$ cat config.mk
export PLATFORM = sky130hd
export DESIGN_NAME = sector_buf_writer
export DESIGN_NICKNAME = d
export VERILOG_FILES = /design/src/rtl/sbw_pkg.sv /design/src/rtl/sbw_seq.sv /design/src/rtl/sbw_hdr.sv /design/src/rtl/sbw_addr.sv /design/src/rtl/sector_buf_writer.sv
export SDC_FILE = /design/constraint.sdc
export NUM_CORES = 1
export LEC_CHECK = 0
export BUFFER_PORTS_ARGS = -buffer_cell sky130_fd_sc_hd__buf_2
export CORE_MARGIN = 5
export CORE_UTILIZATION = 55
export DETAILED_ROUTE_END_ITERATION = 10
export GPL_TIMING_DRIVEN = 1
export PLACE_DENSITY = 0.86
export SYNTH_ARGS = -nofsm -noshare
export SYNTH_HDL_FRONTEND = slang
export SYNTH_SLANG_ARGS = --single-unit
$ cat constraint.sdc
create_clock -name clk -period 4.6 [get_ports clk]
set_clock_uncertainty 0.2 [all_clocks]
set_input_delay 0.23 -clock clk [delete_from_list [all_inputs] [get_ports clk]]
set_output_delay 0.23 -clock clk [all_outputs]
set_load 0.02 [all_outputs]
$ cat src/rtl/sbw_pkg.sv
package sbw_pkg;

    typedef enum logic [1:0] {
        SW_IDLE = 2'd0,
        SW_HEAD = 2'd1,
        SW_BODY = 2'd2,
        SW_FIN  = 2'd3
    } sbw_state_e;

    localparam logic [7:0] ST3_EMPTY = 8'h80;
    localparam logic [7:0] ST3_VALID = 8'h00;
    localparam logic [7:0] HDR_LAST_RST = 8'h01;

endpackage

$ cat src/rtl/sbw_seq.sv
module sbw_seq
    import sbw_pkg::*;
#(
    parameter int HDR_BYTES  = 4,
    parameter int DATA_BYTES = 2048,
    localparam int TOTAL = HDR_BYTES + DATA_BYTES,
    localparam int CNT_W = $clog2(TOTAL + 1),
    localparam int HI_W  = $clog2(HDR_BYTES)
) (
    input  logic             clk,
    input  logic             rst_n,
    input  logic             s_valid,
    input  logic             s_sof,
    input  logic             dec_en,
    input  logic             wr_en,
    output logic             s_ready,
    output logic             start,
    output logic             store,
    output logic             hdr_we,
    output logic [HI_W-1:0]  hdr_idx,
    output logic             hdr_commit,
    output logic             done,
    output logic             next_sec,
    output logic             same_sec,
    output logic [CNT_W-1:0] offset
);

    sbw_state_e state, state_nx;
    logic [CNT_W-1:0] cnt, cnt_nx;
    logic dec_q, wr_q, dec_nx, wr_nx;
    logic take;

    assign s_ready = (state != SW_FIN);
    assign take    = s_valid & s_ready;

    always_ff @(posedge clk) begin
        if (!rst_n) begin
            state <= SW_IDLE;
            cnt   <= '0;
            dec_q <= 1'b0;
            wr_q  <= 1'b0;
        end else begin
            state <= state_nx;
            cnt   <= cnt_nx;
            dec_q <= dec_nx;
            wr_q  <= wr_nx;
        end
    end

    always_comb begin
        state_nx = state;
        cnt_nx   = cnt;
        dec_nx   = dec_q;
        wr_nx    = wr_q;
        unique case (state)
            SW_IDLE: begin
                if (take && s_sof) begin
                    state_nx = SW_HEAD;
                    cnt_nx   = CNT_W'(1);
                    dec_nx   = dec_en;
                    wr_nx    = dec_en & wr_en;
                end
            end
            SW_HEAD: begin
                if (take) begin
                    cnt_nx = cnt + 1'b1;
                    if (cnt == CNT_W'(HDR_BYTES - 1))
                        state_nx = SW_BODY;
                end
            end
            SW_BODY: begin
                if (take) begin
                    cnt_nx = cnt + 1'b1;
                    if (cnt == CNT_W'(TOTAL - 1))
                        state_nx = SW_FIN;
                end
            end
            SW_FIN: begin
                state_nx = SW_IDLE;
                cnt_nx   = '0;
            end
            default: state_nx = SW_IDLE;
        endcase
    end

    always_comb begin
        start      = 1'b0;
        store      = 1'b0;
        hdr_we     = 1'b0;
        hdr_idx    = '0;
        hdr_commit = 1'b0;
        done       = 1'b0;
        next_sec   = 1'b0;
        same_sec   = 1'b0;
        offset     = '0;
        unique case (state)
            SW_IDLE: begin
                start  = take & s_sof;
                store  = take & s_sof & dec_en & wr_en;
                hdr_we = take & s_sof & dec_en;
            end
            SW_HEAD: begin
                store      = take & wr_q;
                hdr_we     = take & dec_q;
                hdr_idx    = cnt[HI_W-1:0];
                hdr_commit = take & dec_q & (cnt == CNT_W'(HDR_BYTES - 1));
                offset     = cnt;
            end
            SW_BODY: begin
                store  = take & wr_q;
                offset = cnt;
            end
            SW_FIN: begin
                done     = 1'b1;
                next_sec = wr_q;
                same_sec = ~wr_q;
            end
            default: ;
        endcase
    end

    AST_DONE_SINGLE: assert property (@(posedge clk) disable iff (!rst_n) done |=> !done);
    AST_DONE_ONE_ANSWER: assert property (@(posedge clk) disable iff (!rst_n) done |-> (next_sec ^ same_sec));
    AST_STALL_ONLY_AT_DONE: assert property (@(posedge clk) disable iff (!rst_n) !s_ready |-> done);
    AST_RESUME_AFTER_DONE: assert property (@(posedge clk) disable iff (!rst_n) done |=> s_ready);

endmodule

$ cat src/rtl/sbw_hdr.sv
module sbw_hdr
    import sbw_pkg::*;
#(
    parameter int HDR_BYTES = 4,
    localparam int HI_W   = $clog2(HDR_BYTES),
    localparam int BANK_W = 8 * HDR_BYTES
) (
    input  logic              clk,
    input  logic              rst_n,
    input  logic              hdr_we,
    input  logic [HI_W-1:0]   hdr_idx,
    input  logic [7:0]        din,
    input  logic              commit,
    input  logic              st3_rd,
    input  logic              irq_en,
    output logic [BANK_W-1:0] hdr_bank,
    output logic [7:0]        status3,
    output logic              dec_pend_n,
    output logic              irq
);

    for (genvar i = 0; i < HDR_BYTES; i++) begin : g_lane
        localparam logic [7:0] RST_V = (i == HDR_BYTES - 1) ? HDR_LAST_RST : 8'h00;
        localparam bit         LAST  = (i == HDR_BYTES - 1);
        logic [7:0] sh;
        logic [7:0] bk;
        always_ff @(posedge clk) begin
            if (!rst_n) begin
                sh <= 8'h00;
                bk <= RST_V;
            end else begin
                if (hdr_we && hdr_idx == HI_W'(i))
                    sh <= din;
                if (commit)
                    bk <= LAST ? din : sh;
            end
        end
        assign hdr_bank[8*i +: 8] = bk;
    end

    always_ff @(posedge clk) begin
        if (!rst_n) begin
            status3    <= ST3_EMPTY;
            dec_pend_n <= 1'b1;
        end else if (commit) begin
            status3    <= ST3_VALID;
            dec_pend_n <= 1'b0;
        end else if (st3_rd) begin
            status3    <= ST3_EMPTY;
            dec_pend_n <= 1'b1;
        end
    end

    assign irq = irq_en & ~dec_pend_n;

    AST_COMMIT_FLAGS: assert property (@(posedge clk) disable iff (!rst_n) commit |=> (status3 == ST3_VALID && !dec_pend_n));
    AST_READ_CLEARS: assert property (@(posedge clk) disable iff (!rst_n) (st3_rd && !commit) |=> (status3 == ST3_EMPTY && dec_pend_n));
    AST_BANK_HOLDS: assert property (@(posedge clk) disable iff (!rst_n) !commit |=> $stable(hdr_bank));

endmodule

$ cat src/rtl/sbw_addr.sv
module sbw_addr #(
    parameter int ADDR_W   = 14,
    parameter int PTR_W    = 16,
    parameter int RAW_STEP = 2352,
    parameter int OFF_W    = 12
) (
    input  logic              clk,
    input  logic              rst_n,
    input  logic              start,
    input  logic [OFF_W-1:0]  off,
    input  logic              ptr_ld,
    input  logic              wa_ld,
    input  logic [PTR_W-1:0]  ld_data,
    output logic [PTR_W-1:0]  blk_ptr,
    output logic [PTR_W-1:0]  wr_addr,
    output logic [ADDR_W-1:0] mem_addr
);

    localparam logic [PTR_W-1:0] STEP = PTR_W'(RAW_STEP);

    logic [PTR_W-1:0]  nxt_ptr;
    logic [ADDR_W-1:0] base;

    assign nxt_ptr = blk_ptr + STEP;

    always_ff @(posedge clk) begin
        if (!rst_n) begin
            blk_ptr <= '0;
            wr_addr <= '0;
            base    <= '0;
        end else if (start) begin
            blk_ptr <= nxt_ptr;
            wr_addr <= wr_addr + STEP;
            base    <= nxt_ptr[ADDR_W-1:0];
        end else begin
            if (ptr_ld) blk_ptr <= ld_data;
            if (wa_ld)  wr_addr <= ld_data;
        end
    end

    assign mem_addr = start ? nxt_ptr[ADDR_W-1:0] : base + ADDR_W'(off);

    AST_PTR_STEP: assert property (@(posedge clk) disable iff (!rst_n) start |=> blk_ptr == $past(blk_ptr) + STEP);
    AST_WA_STEP: assert property (@(posedge clk) disable iff (!rst_n) start |=> wr_addr == $past(wr_addr) + STEP);

endmodule

$ cat src/rtl/sector_buf_writer.sv
module sector_buf_writer #(
    parameter int HDR_BYTES  = 4,
    parameter int DATA_BYTES = 2048,
    parameter int ADDR_W     = 14,
    parameter int PTR_W      = 16,
    parameter int RAW_STEP   = 2352,
    localparam int TOTAL  = HDR_BYTES + DATA_BYTES,
    localparam int CNT_W  = $clog2(TOTAL + 1),
    localparam int HI_W   = $clog2(HDR_BYTES),
    localparam int BANK_W = 8 * HDR_BYTES
) (
    input  logic              clk,
    input  logic              rst_n,
    input  logic              dec_en,
    input  logic              wr_en,
    input  logic              dec_irq_en,
    input  logic              s_valid,
    input  logic              s_sof,
    input  logic [7:0]        s_data,
    output logic              s_ready,
    input  logic              ptr_ld,
    input  logic              wa_ld,
    input  logic [PTR_W-1:0]  ld_data,
    input  logic              st3_rd,
    output logic              mem_we,
    output logic [ADDR_W-1:0] mem_addr,
    output logic [7:0]        mem_wdata,
    output logic [BANK_W-1:0] hdr_bank,
    output logic [7:0]        status3,
    output logic              dec_pend_n,
    output logic              irq,
    output logic [PTR_W-1:0]  blk_ptr,
    output logic [PTR_W-1:0]  wr_addr,
    output logic              done,
    output logic              next_sec,
    output logic              same_sec
);

    logic             start, hdr_we, hdr_commit;
    logic [HI_W-1:0]  hdr_idx;
    logic [CNT_W-1:0] offset;

    sbw_seq #(
        .HDR_BYTES (HDR_BYTES),
        .DATA_BYTES(DATA_BYTES)
    ) u_seq (
        .clk       (clk),
        .rst_n     (rst_n),
        .s_valid   (s_valid),
        .s_sof     (s_sof),
        .dec_en    (dec_en),
        .wr_en     (wr_en),
        .s_ready   (s_ready),
        .start     (start),
        .store     (mem_we),
        .hdr_we    (hdr_we),
        .hdr_idx   (hdr_idx),
        .hdr_commit(hdr_commit),
        .done      (done),
        .next_sec  (next_sec),
        .same_sec  (same_sec),
        .offset    (offset)
    );

    sbw_addr #(
        .ADDR_W  (ADDR_W),
        .PTR_W   (PTR_W),
        .RAW_STEP(RAW_STEP),
        .OFF_W   (CNT_W)
    ) u_addr (
        .clk     (clk),
        .rst_n   (rst_n),
        .start   (mem_we & start),
        .off     (offset),
        .ptr_ld  (ptr_ld),
        .wa_ld   (wa_ld),
        .ld_data (ld_data),
        .blk_ptr (blk_ptr),
        .wr_addr (wr_addr),
        .mem_addr(mem_addr)
    );

    sbw_hdr #(
        .HDR_BYTES(HDR_BYTES)
    ) u_hdr (
        .clk       (clk),
        .rst_n     (rst_n),
        .hdr_we    (hdr_we),
        .hdr_idx   (hdr_idx),
        .din       (s_data),
        .commit    (hdr_commit),
        .st3_rd    (st3_rd),
        .irq_en    (dec_irq_en),
        .hdr_bank  (hdr_bank),
        .status3   (status3),
        .dec_pend_n(dec_pend_n),
        .irq       (irq)
    );

    assign mem_wdata = s_data;

    AST_WE_NEEDS_HANDSHAKE: assert property (@(posedge clk) disable iff (!rst_n) mem_we |-> (s_valid && s_ready));
    AST_IRQ_LEVEL: assert property (@(posedge clk) disable iff (!rst_n) irq == (dec_irq_en && !dec_pend_n));
    AST_NO_STORE_UNDECODED: assert property (@(posedge clk) disable iff (!rst_n) (mem_we && start) |-> dec_en);

endmodule

# Word level (Yosys, flattened, before mapping)

Cells that the tools add are included.

Flip-flop bits (word level): 120
Input port bits: 34

$add $sub $neg: 4
Equality and inequality tests: 14
Mux-type cells: 27
Bitwise gates (word level): 12
Reduce and logical (&&, ||, !) cells: 13

Operator list:

| kind                   | count |
|---|---|
| $mux 16                | 4 |
| $mux 12                | 3 |
| $pmux 12 s3            | 1 |
| $add 16x12->16 const B | 2 |
| $mux 8                 | 2 |
| $add 14x12->14         | 1 |
| $mux 14                | 1 |
| $add 12x1->12 const B  | 1 |
| $eq 12x12->1 const B   | 1 |
| $eq 12x2->1 const B    | 1 |
| $mux 2                 | 6 |
| $ne 2x1->1 const B     | 6 |
| $and 1x1->1            | 10 |
| $pmux 2 s4             | 1 |
| $mux 1                 | 7 |
| $eq 2x2->1 const B     | 3 |
| $reduce_bool 2->1      | 3 |
| $reduce_and 5->1       | 1 |
| $eq 2x1->1 const B     | 2 |
| $logic_and 1x1->1      | 4 |
| $logic_not 2->1        | 2 |
| $pmux 1 s2             | 2 |
| $reduce_and 2->1       | 2 |
| $ne 2x2->1 const B     | 1 |
| other kinds (2)        | 3 |

# Logic depth before layout (Yosys ltp)

Gate-level depths: netlist (run 1).

Depth after elaboration: 8
Mapped depth: 13

# By module

From an unflattened synthesis (run 1), not the netlist that was laid out.

Cells, all modules: 727
Area, all modules: 6369.9 sq um

Modules (own cells, without submodules):

| module            | instances | cells each | area each (sq um) |
|---|---|---|---|
| sbw_addr          | 1         | 367        | 2895.3 |
| sbw_hdr           | 1         | 206        | 2203.4 |
| sbw_seq           | 1         | 145        | 1204.9 |
| sector_buf_writer | 1         | 9          | 66.3 |

# Least setup slack after synthesis (run 1)

No wires, ideal clock.

Kind: flip-flop to output port
From: register u_seq.state[0]
To: output mem_addr[12]
Data arrival time: 3.171 ns
Required time: 4.170 ns
Path slack: 0.999 ns
Stages on the path, launching flop included: 14
Path buffers: 2
Cell sequence: dfxtp_1 -> inv_1 -> ha_1 -> buf_2 -> clkbuf_1 -> and2_1 -> ha_1 -> fa_1 -> a211o_1 -> a21o_1 -> a21oi_2 -> o221ai_2 -> and4_4 -> or3_1

Longest elaborated chain between the ends: 8
Elaborated cells on any way between the ends: 16

RTL lines:

| what                                                                   | RTL line                | source |
|---|---|---|
| start: declaration                                                     | sbw_seq.sv:28           | `sbw_state_e state, state_nx;` |
| start signal: assignment                                               | sbw_seq.sv:43           | `state <= state_nx;` |
| parallel branches: the longest is 7 deep, another holds $add 14x12->14 | --                      |  |
| $mux 14 (*)                                                            | sbw_addr.sv:41          | `assign mem_addr = start ? nxt_ptr[ADDR_W-1:0] : base + ADDR_W'(off);` |
| end: declaration                                                       | sector_buf_writer.sv:26 | `output logic [ADDR_W-1:0] mem_addr,` |

Mark *: on every way between the ends.

# Worst setup path in the final report (run 1)

Ends and elaborated chain as after synthesis.

==> metrics list, run 1 <==
- Result of the run: complete, no violations
* Total die area: approximately 13,000 um^2
- Counting every instance in the synthesized netlist gives between 700 and 800.
- Pin count of the biggest net entering global routing: 55
* Max-Slew Margin vs Limit: 37.37%
- Share of synthesized registers carrying an async set or reset: 0%
- Sequential element share of the synthesized area: 39.25%
- After detailed routing, the average wire length per cell comes to 15.89 um.
* Worst EP arrival: about 4000 ps
- The routed design could run at a clock period as short as 4370 ps.
- Gr ovfl total: 0
- The tool flagged a number of max-cap violations equal to 0.
- Nature of the critical path endpoint: output port
- Global-route wire length before repair: between 20,000 and 30,000 um
- Measured on the finished design, the core utilization comes to a little over two thirds.
- Initial cell density of the core: between 50% and 60%
* Highest clock rate: 0.2289 GHz
* DRC violations left: 0
* Slew of the pin with the lowest slew margin: between 900 and 1000 ps
* Horizontal extent of the die: 115.1 um
- Dividing the final minimum period by the clock period gives 94.99%.
- The library cell used most frequently in the layout, excluding fill and tap cells, is nand2_1.
- Kind of critical path: flip-flop to output port
- During I/O placement, the number of pins put on the boundary was 135.
- Number of warnings reported in the yosys synthesis log: 0
* Vias after detailed routing: between 5k and 6k
- Max rail drop VDD: roughly 0.00029 V
* Average instance area after synthesis: 7.934 um^2
- Clock Root Buffer: clkbuf_8
- The floorplan step set the die height to ~120 um.
- Buffers inserted during clock tree synthesis total 17.
- Clock-pin slew was measured on the worst setup and hold paths at approximately 60 ps.
- Latest clock arrival within the worst-skew pair: 510 ps
* Total Neg Setup Slack: 0 ps
* Setup slack, reg-to-reg: 900 ps
- Final weighted congestion in routability-driven placement: between 0.9 and 1
- Buffers added to address setup during post-CTS repair amount to 0.
- Leakage: about 0.0033 uW
- Counting flops and latches in the post-synthesis netlist gives roughly 120.
* Core area: 10,840 um^2
- Total length of routed wires: between 15,000 and 20,000 um
* Commonest non-fill, non-tap cells in the layout: nand2_1, buf_2, dfxtp_1
- Setup violations remaining at the end of the flow were counted as 0.
* Area Overhead vs Synth: 23.95%
- Of the cells placed in the final design, the portion with a size suffix greater than 1 is 20.26%.
- The pre-antenna-repair detailed-routing pass consisted of 7 iterations.
- Setup repair after global routing left no endpoint under its margin.
- GRT Util Overall: about a quarter
- Sinks on Clock Net: 119
- Data on the critical path is required at its endpoint by 4170 ps.
- Number of buffer cells added on primary ports: 127
- TritonCTS built the clock tree.
* ANT cells: 0
* Number of placement rows: 38
* Post-DRT Antenna Nets: 0
- The path class of the tightest hold or removal check is flip-flop to flip-flop.
* Power per unit of standard cell area: ~380 nW/um^2
- In the synthesized netlist the dominant register cell turns out to be dfxtp_1.
- After synthesis the cells add up to between 6000 and 7000 um^2.
- After the last flow step, the layout net total stands at approximately 950.
* Startpoint type of the worst setup path: flip-flop
- Max Fanout on Critical Path: 19
- Number of enable-type register cells in the synthesized netlist: 0
* Netlist cell types: 60
- The via count of the first global-routing pass is approximately 5.6k.
- In this run, the number of DRC markers left after iteration 0 of detailed routing was 492.
- The HPWL after detailed placement is 10,780 um.
- Maximum buffer depth of the clock tree: 2
* Endpoints failing hold: 0
- Antenna violations before repair: 0
- CTS H-tree depth: 4
- Vias per std cell: roughly 5.7
- The number of pins exceeding their max-slew limit in the final report was 0.
- In this run, post-CTS repair resized a total of 0 instances.
final cells by class:
| type | instances | area (um^2) |
|---|---|---|
| clock inverters | 14 | 116.4 |
| clock buffers | 18 | 427.9 |
| inverters | 20 | 75.07 |
| fillers | 842 | 3317 |
| well taps | 140 | 175.2 |
| repair buffers | 171 | 1059 |
| multi-input cells | 571 | 3288 |
| flip-flops and latches | 119 | 2382 |
metal layers:
metal	global-route usage, %	wire length [um]
met3	5.789	1173
met4	9.233	318
met2	41.05	8088
met5	0	0
met1	33.55	7148
repair_timing:
item | 4_1_cts | 5_1_grt
endpoints found under the setup margin | 0 | 0
hold endpoints to repair | 70 | 0
hold buffers | 37 | 0
cell families after synthesis:
kind of cell,Yosys count,synth area share (%)
mux,29,4.783
buf+inv,81,7.174
compound gates,196,19.71
xor+xnor,18,2.597
fa+ha+maj,20,4.247
flops,119,39.25
simple gates,301,22.18
other cells,1,0.06178
worst paths after layout:
path,end,cells past startpoint,startpoint
worst max-delay path,mem_addr[12],12,u_seq.state[0]$_SDFFE_PN0P_
worst min register to register,u_hdr.g_lane[3].bk[5]$_SDFFE_PN0P_,2,u_hdr.g_lane[3].bk[5]$_SDFFE_PN0P_
worst min-delay path,u_hdr.g_lane[3].bk[5]$_SDFFE_PN0P_,2,u_hdr.g_lane[3].bk[5]$_SDFFE_PN0P_
worst max register to register,u_addr.blk_ptr[0]$_SDFFE_PN0P_,8,u_seq.state[0]$_SDFFE_PN0P_
synth_stat cells, drive strengths merged, types with 2 or more instances:
cell type / n / area (um^2)
a211o: 3 / 26.28
a211oi: 7 / 52.55
a21o: 10 / 76.32
a21oi: 89 / 460.5
a221oi: 10 / 87.58
a22oi: 6 / 45.04
a31oi: 9 / 56.30
and2: 18 / 113.9
and3: 5 / 31.28
and4: 2 / 20.02
and4b: 2 / 27.53
buf: 43 / 292.8
clkbuf: 18 / 67.56
dfxtp: 119 / 2382
ha: 19 / 237.7
inv: 20 / 75.07
mux2i: 29 / 290.3
nand2: 143 / 539.3
nand2b: 3 / 18.77
nand3: 15 / 75.07
nand4: 6 / 37.54
nor2: 73 / 279.0
nor2b: 5 / 31.28
nor3: 16 / 80.08
nor4: 4 / 25.02
nor4b: 2 / 17.52
o211a: 3 / 30.03
o211ai: 3 / 22.52
o21a: 3 / 23.77
o21ai: 44 / 231.5
o21bai: 2 / 15.01
or3: 4 / 25.02
xnor2: 10 / 87.58
xor2: 8 / 70.07
sequential cells by signal, summed over array words and instances (netlist names):
| register | count |
|---|---|
| u_addr.blk_ptr | 16 |
| u_hdr.status3 | 1 |
| u_seq.state | 2 |
| u_addr.base | 14 |
| u_hdr.g_lane.sh | 24 |
| u_addr.wr_addr | 16 |
| u_seq.dec_q | 1 |
| u_seq.cnt | 12 |
| u_hdr.g_lane.bk | 32 |
| u_seq.wr_q | 1 |
stage by stage:
step                hold slack, ps  area (um^2)  setup slack [ps]  total power [uW]  std cells
finish                       249.7         7523             230.4              2887       1053
global route                 262.1         7523             11.05              3020       1053
CTS                          251.5         7523             242.1              2883       1053
detailed placement           243.7         6609             790.3              1660        984
global placement             239.6         6609             897.7              1649        984
floorplan                    154.3         6092             998.7              1535        771
worst max-delay path, stage by stage, from the launching register on:
cell      delay [ps]
dfxtp_1          390
inv_1             90
ha_1             500
and2_1           260
ha_1             210
fa_1             420
a211o_1          330
a21o_1           200
a21oi_2          200
o221ai_2         120
and4_4           190
or3_1            360
buf_2            170
power breakdown:
part / switching (uW) / internal, uW / total [uW]
logic: 342 / 200 / 542
registers: 56.8 / 1080 / 1130
clock network: 522 / 688 / 1210
total: 921 / 1970 / 2890
Note: power is estimated with default switching activity, not from simulation.
==> inputs of run 2 (changes only) <==
--- a/config.mk
+++ b/config.mk
@@ -7,10 +7,11 @@
 export LEC_CHECK = 0
 export BUFFER_PORTS_ARGS = -buffer_cell sky130_fd_sc_hd__buf_2
 export CORE_MARGIN = 5
-export CORE_UTILIZATION = 55
+export CORE_UTILIZATION = 45
+export CTS_CLUSTER_SIZE = 30
 export DETAILED_ROUTE_END_ITERATION = 10
 export GPL_TIMING_DRIVEN = 1
-export PLACE_DENSITY = 0.86
+export PLACE_DENSITY = 0.77
 export SYNTH_ARGS = -nofsm -noshare
 export SYNTH_HDL_FRONTEND = slang
 export SYNTH_SLANG_ARGS = --single-unit
==> metrics list, run 2 (synthesized netlist as in run 1, its figures left out) <==
- In this run the static leakage power is 0.003244 uW.
- Amount of wire on met2 after detailed routing: between 7000 and 8000 um
- The clock reaches the later pin of the worst-skew pair after roughly 410 ps.
- Minimum period implied by the final worst setup slack: 4237 ps
- The run finished with clean final reports.
- Antenna violations before repair: 0
- Horizontal extent of the die: 126.1 um
* GRT Util Overall: about a fifth
- Sinks on Clock Net: 119
* TritonCTS clock tree: yes
- Traced cell by cell, the critical path runs through inv_1 > ha_1 > and2_1 > ha_1 > fa_1 > a211o_1 > a21o_1 > a21oi_2 > o221ai_2 > and4_4 > or3_1 > buf_2.
* Clock Root Buffer: clkbuf_16
- Counting the fill cells in the layout gives 1,234.
* Pin count of the biggest net entering global routing: 55
* Highest routing layer actually used: met4
- Counting flops per register, the top entry is u_hdr.g_lane.bk.
- Gr ovfl total: 0
- Maximum buffer depth of the clock tree: 2
- The routed layout has 5,829 vias.
- Once the clock tree was built, the resizer swapped 0 gates to a different size.
- For this run, the post-layout net count is around 950.
* Vias per std cell: 5.402
- The worst-case IR drop observed on VDD is 0.0002779 V.
- Final weighted congestion in routability-driven placement: 0.8799
- CP peak stage delay: 500 ps
* Highest clock rate: 0.2360 GHz
* Util after Layout: 56.88%
- Area Overhead vs Synth: 24.10%
- For the worst setup path, the data arrival time is 3810 ps.
- Wire segments on met3 add up to around 860 um in the final route.
- Cell family with most CP delay: adder cells
- Total die area: 15,910 um^2
* Max Fanout on Critical Path: 19
- Global-route wire length before repair: about 27,000 um
- STA classifies the critical path endpoint as an output port.
* Core area: approximately 13,000 um^2
- Input and output buffers added on the ports amount to 127.
* Largest regs: u_hdr.g_lane.bk: 32 flops, u_hdr.g_lane.sh: 24 flops
- The first TritonRoute pass finished after 5 iterations.
- Counting the buffers created by CTS gives 17.
* Number of placement rows: 42
- Slowest cell on crit path: ha_1
* Post-DRT Antenna Nets: 0
- Total Neg Setup Slack: 0 ps
* CTS H-tree depth: 4
* Hold crit path type: input pin to flip-flop
- The worst path uses 92.10% of the clock period.
- The final layout contains routed wiring with a total length of approximately 17,000 um.
* Hold bufs inserted after CTS: 28
* Most frequent standard cell in the layout excluding fill and tap cells: nand2_1
* Post-CTS Setup Inserts: 0
- Top-level I/O count: 135
- Counting stages on the worst path, the most repeated cell is ha_1.
* Fraction of final layout cells sized beyond drive strength 1: 20.16%
- After clock tree synthesis, the clock-pin slew on the worst setup and hold paths is 60 ps.
- Max-Slew Margin vs Limit: 29.29%
- Data on the critical path is required at its endpoint by 4170 ps.
- For the pin with the worst max-slew slack, the measured transition is 1061 ps.
- Sequential cell area: approximately 2400 um^2
- Flip-flop count of the largest register, all copies and words added: 32
- For this block, wires on met1 add up to 7571 um.
- Together, buffers and inverters on the worst path number 2.
- Final max-slew violation count: 0
* Routed length per placed instance: 15.30 um
- In the routed design, unresolved DRC markers number 0.
* Commonest non-fill, non-tap cells in the layout: nand2_1, buf_2, dfxtp_1
- Number of global-route vias before repair: 5,333
* Die extent in y: roughly 130 um
- Summing all multi-input logic gate instances after layout gives 3288 um^2.
- The critical path in this run is classified as flip-flop to output port.
- The count of endpoints failing hold in the final timing report is 0.
* Estimated wirelength of the detail-placed design: around 11,000 um
- Setup violations remaining at the end of the flow were counted as 0.
- The tool flagged a number of max-cap violations equal to 0.
- DRC marker count from the first detailed-route iteration: 481
- In this run the power density over the cells is 399.1 nW/um^2.
* Initial cell density of the core: 45.83%
- Startpoint type of the worst setup path: flip-flop
- Unrepaired setup endpoints after global routing: no
* ANT cells: 0
run 2: cell count changes in the layout (fill, tap and decap cells not counted), moves of 2 or more:
| cell | change |
|---|---|
| bufinv_16 | +3 |
| clkbuf_1 | +2 |
| dlygate4sd3_1 | -9 |
| inv_6 | -5 |
run 2: per-layer routing:
metal | up-vias | global-route usage (%)
met3 | 22 | 4.572
met1 | 2751 | 26.54
met2 | 181 | 32.49
li1 | 2875 | -
met5 | - | 0
met4 | 0 | 6.940
run 2: layout make-up:
class | count | area share (%)
inverter | 20 | 0.9967
sequential | 119 | 31.63
multi-input combinational | 571 | 43.65
clock inverter | 11 | 2.010
clock buffer | 20 | 5.930
timing repair buffer | 162 | 12.86
tap | 176 | 2.924
run 2: power by group:
group	internal [uW]	switching, uW	total (uW)	leakage [uW]
logic	193	339	532	0.00200
registers	1080	55.2	1130	0.000966
clock network	864	476	1340	0.000278
run 2: through the flow:
stage | cells | area (um^2) | total power (uW) | hold WS [ps] | setup WS, ps
final | 1079 | 7532 | 3006 | 30.12 | 363.3
after global routing | 1079 | 7532 | 3139 | 28.54 | 226.3
after CTS | 1079 | 7532 | 3018 | 14.34 | 375.6
after detailed placement | 1020 | 6654 | 1663 | 243.3 | 815.6
after global placement | 1020 | 6654 | 1654 | 238.2 | 889.5
after floorplan | 771 | 6092 | 1535 | 154.3 | 998.7
run 2: worst paths after layout:
path,startpoint,end,slack (ps),cells after the start
min reg2reg,u_hdr.g_lane[1].sh[0]$_SDFFE_PN0P_,u_hdr.g_lane[1].bk[0]$_SDFFE_PN0P_,250,2
min,wa_ld,u_addr.wr_addr[5]$_SDFFE_PN0P_,30,3
max,u_seq.state[0]$_SDFFE_PN0P_,mem_addr[12],360,12
max reg2reg,u_seq.state[1]$_SDFFE_PN0P_,u_addr.blk_ptr[7]$_SDFFE_PN0P_,1090,7
run 2: worst min-delay path, cell delays in order:
cell and delay, ps:
buf_2 170, o211a_1 150, a211oi_1 40
==> inputs of run 3 (changes only) <==
==> constraint.sdc (replaced) <==
create_clock -name clk -period 4.95 [get_ports clk]
set_clock_uncertainty 0.2 [all_clocks]
set_input_delay 0.2475 -clock clk [delete_from_list [all_inputs] [get_ports clk]]
set_output_delay 0.2475 -clock clk [all_outputs]
set_load 0.02 [all_outputs]
==> metrics list, run 3 (synthesized netlist as in run 1, its figures left out) <==
- At the end of routability-driven placement, the weighted congestion stood at 0.8641.
- The worst path meets setup with ~670 ps of slack.
- Most frequent standard cell in the layout excluding fill and tap cells: nand2_1
- Cell family with most CP delay: adder cells
- Top-level I/O count: ~140
* Count of endpoints failing setup in the final report: 0
- VDD sags by at most ~0.00024 V.
- The critical path contains buffers and inverters numbering 2 combined.
* Global-route wire length before repair: 27,020 um
- Number of global-route vias before repair: between 5k and 6k
- The clock passes through at most 2 buffers.
- OpenSTA, run right after detailed placement, puts the worst setup slack at 1105 ps.
- Summed over all failing endpoints, the final setup total negative slack is 0 ps.
* Latest clock arrival within the worst-skew pair: slightly above 400 ps
* Req. time, crit path: ~4500 ps
* CTS H-tree depth: 4
* Vias after detailed routing: 5,831
* Number of buffers added by the clock tree synthesis step: 17
- After clock tree synthesis, the clock-pin slew on the worst setup and hold paths is 60 ps.
* Kind of critical path: flip-flop to output port
- Core area: 13,240 um^2
- Final max-slew violation count: 0
- Critical path cell sequence: inv_1 > ha_1 > and2_1 > ha_1 > fa_1 > a211o_1 > a21o_1 > a21oi_2 > o221ai_2 > and4_4 > or3_1 > buf_2
- GRT Util Overall: 20.58%
- Counting I/O delays and the setup requirement, the final critical path takes between 4000 and 5000 ps.
- Unrepaired setup endpoints after global routing: no
- Leaving out fill and tap cells, the most frequent cells in the layout are nand2_1, buf_2, dfxtp_1.
* Max Fanout on Critical Path: 19
* Vias per std cell: 5.399
- Share of power burned in combinational logic: 18.1%
- For this configuration, the core starts out at a cell density of 45.83%.
- The tree is rooted in a clkbuf_16.
- Number of buffer cells added on primary ports: 127
- Sequential share of power: between 30% and 40%
- The worst setup path is launched from a flip-flop.
* Number of fill cells: ~1.2k
- After global routing the overflow that remains totals 0.
- Post-cts gate resize count: 0
- Summed over all layers, the routed wires come to about 17,000 um.
* Hold bufs inserted after CTS: 28
* Worst EP arrival: 3840 ps
- DRC marker count from the first detailed-route iteration: 478
- The worst setup path is captured at an output port.
- Number of placement rows: 42
* Fraction of final layout cells sized beyond drive strength 1: 20.13%
- Horizontal extent of the die: 126.1 um
- The detail route stage leaves a number of antenna-violating nets equal to 0.
- In this run, the clock network consumes 43.6% of the power.
* Slew of the pin with the lowest slew margin: approximately 1000 ps
- Compared with the post-synthesis result, the final layout area differs by 23.71%.
- # nets final: 945
- Power spread over the standard cell area amounts to approximately 370 nW/um^2.
* Estimated wirelength of the detail-placed design: between 10,000 and 15,000 um
- Number of detailed-route iterations in the first pass: 5
- TritonCTS built the clock tree.
- Largest regs: u_hdr.g_lane.bk: 32 flops, u_hdr.g_lane.sh: 24 flops
- Post-CTS Setup Inserts: 0
- Sinks on Clock Net: 119
- In this run the power spent charging and discharging nets is 814.3 uW.
- DRC violations left: 0
- CP peak stage delay: 500 ps
- Slowest cell on crit path: ha_1
- In this run the static leakage power is 0.003240 uW.
* Total die area: about 16,000 um^2
* Post-route clock period utilization: 86.56%
- Flip-flop count of the largest register, all copies and words added: 32
- Hold crit path type: input pin to flip-flop
- Total of max-cap violations: 0
- The number of antenna violations at the first check in global routing came to 0.
* Net Sw Frac: 29.61%
- Entering global routing, the biggest net connects 67 pins.
* Result of the run: complete, no violations
- For this run, the top clock speed supported by timing is between 0.2 and 0.25 GHz.
- Die extent in y: around 130 um
- The count of endpoints failing hold in the final timing report came to 0.
- In the final routed layout, each cell accounts on average for 15.66 um.
- Max-Slew Margin vs Limit: 31.79%
* Critical path's most frequent cell: ha_1
- ANT cells: 0
* Register with the most flip-flops: u_hdr.g_lane.bk
- P_int: 1936 uW
## run 3: stage by stage
| step | hold slack (ps) | utilization (%) | power, uW | instance area, um^2 | cells |
|---|---|---|---|---|---|
| after floorplan | 171.8 | - | 1426 | 6092 | 771 |
| after global placement | 238.5 | 50.25 | 1535 | 6654 | 1020 |
| after detailed placement | 243.4 | 50.25 | 1546 | 6654 | 1020 |
| after CTS | 25.35 | 56.70 | 2761 | 7508 | 1080 |
| after global routing | 45.27 | 56.70 | 2873 | 7508 | 1080 |
| final | 34.79 | 56.70 | 2750 | 7508 | 1080 |
## run 3: layer usage
| metal | up-vias | routed length (um) | share of wire, % | global-route usage, % |
|---|---|---|---|---|
| li1 | 2873 | - | - | - |
| met1 | 2725 | 7359 | 44 | 26.68 |
| met2 | 206 | 8058 | 48 | 33.52 |
| met3 | 27 | 1135 | 6.7 | 4.657 |
| met4 | 0 | 361 | 2.1 | 7.697 |
| met5 | - | 0 | 0 | 0 |
## run 3: power groups by stage
stage,registers [uW],logic [uW],clock network (uW)
5_1_grt,1060,544,1270
2_1_floorplan,1080,351,0
3_5_place_dp,1070,473,0
3_3_place_gp,1070,464,0
4_1_cts,1050,491,1220
6_report,1060,496,1200
## run 3: path summary, 6_finish.rpt
check | cells after the start | end | from | slack, ps
min | 3 | u_addr.wr_addr[5]$_SDFFE_PN0P_ | wa_ld | 30
max | 12 | mem_addr[12] | u_seq.state[0]$_SDFFE_PN0P_ | 670
min reg2reg | 2 | u_hdr.g_lane[2].bk[6]$_SDFFE_PN0P_ | u_hdr.g_lane[2].bk[6]$_SDFFE_PN0P_ | 250
max reg2reg | 9 | u_addr.wr_addr[7]$_SDFFE_PN0P_ | u_seq.state[0]$_SDFFE_PN0P_ | 1640
## run 3: cell type report
cell class	instances	area (um^2)	area share, %
well taps	176	220.2	2.933
repair buffers	162	968.4	12.90
clock inverters	11	123.9	1.650
multi-input cells	571	3288	43.79
clock buffers	21	450.4	5.999
flip-flops and latches	119	2382	31.73
inverters	20	75.07	0.9998
## run 3: tightest hold or removal path, delay by kind of cell
family                 cells  cell delay [ps]
AOI/OAI and AO/OA          2              200
buffers and inverters      1              160
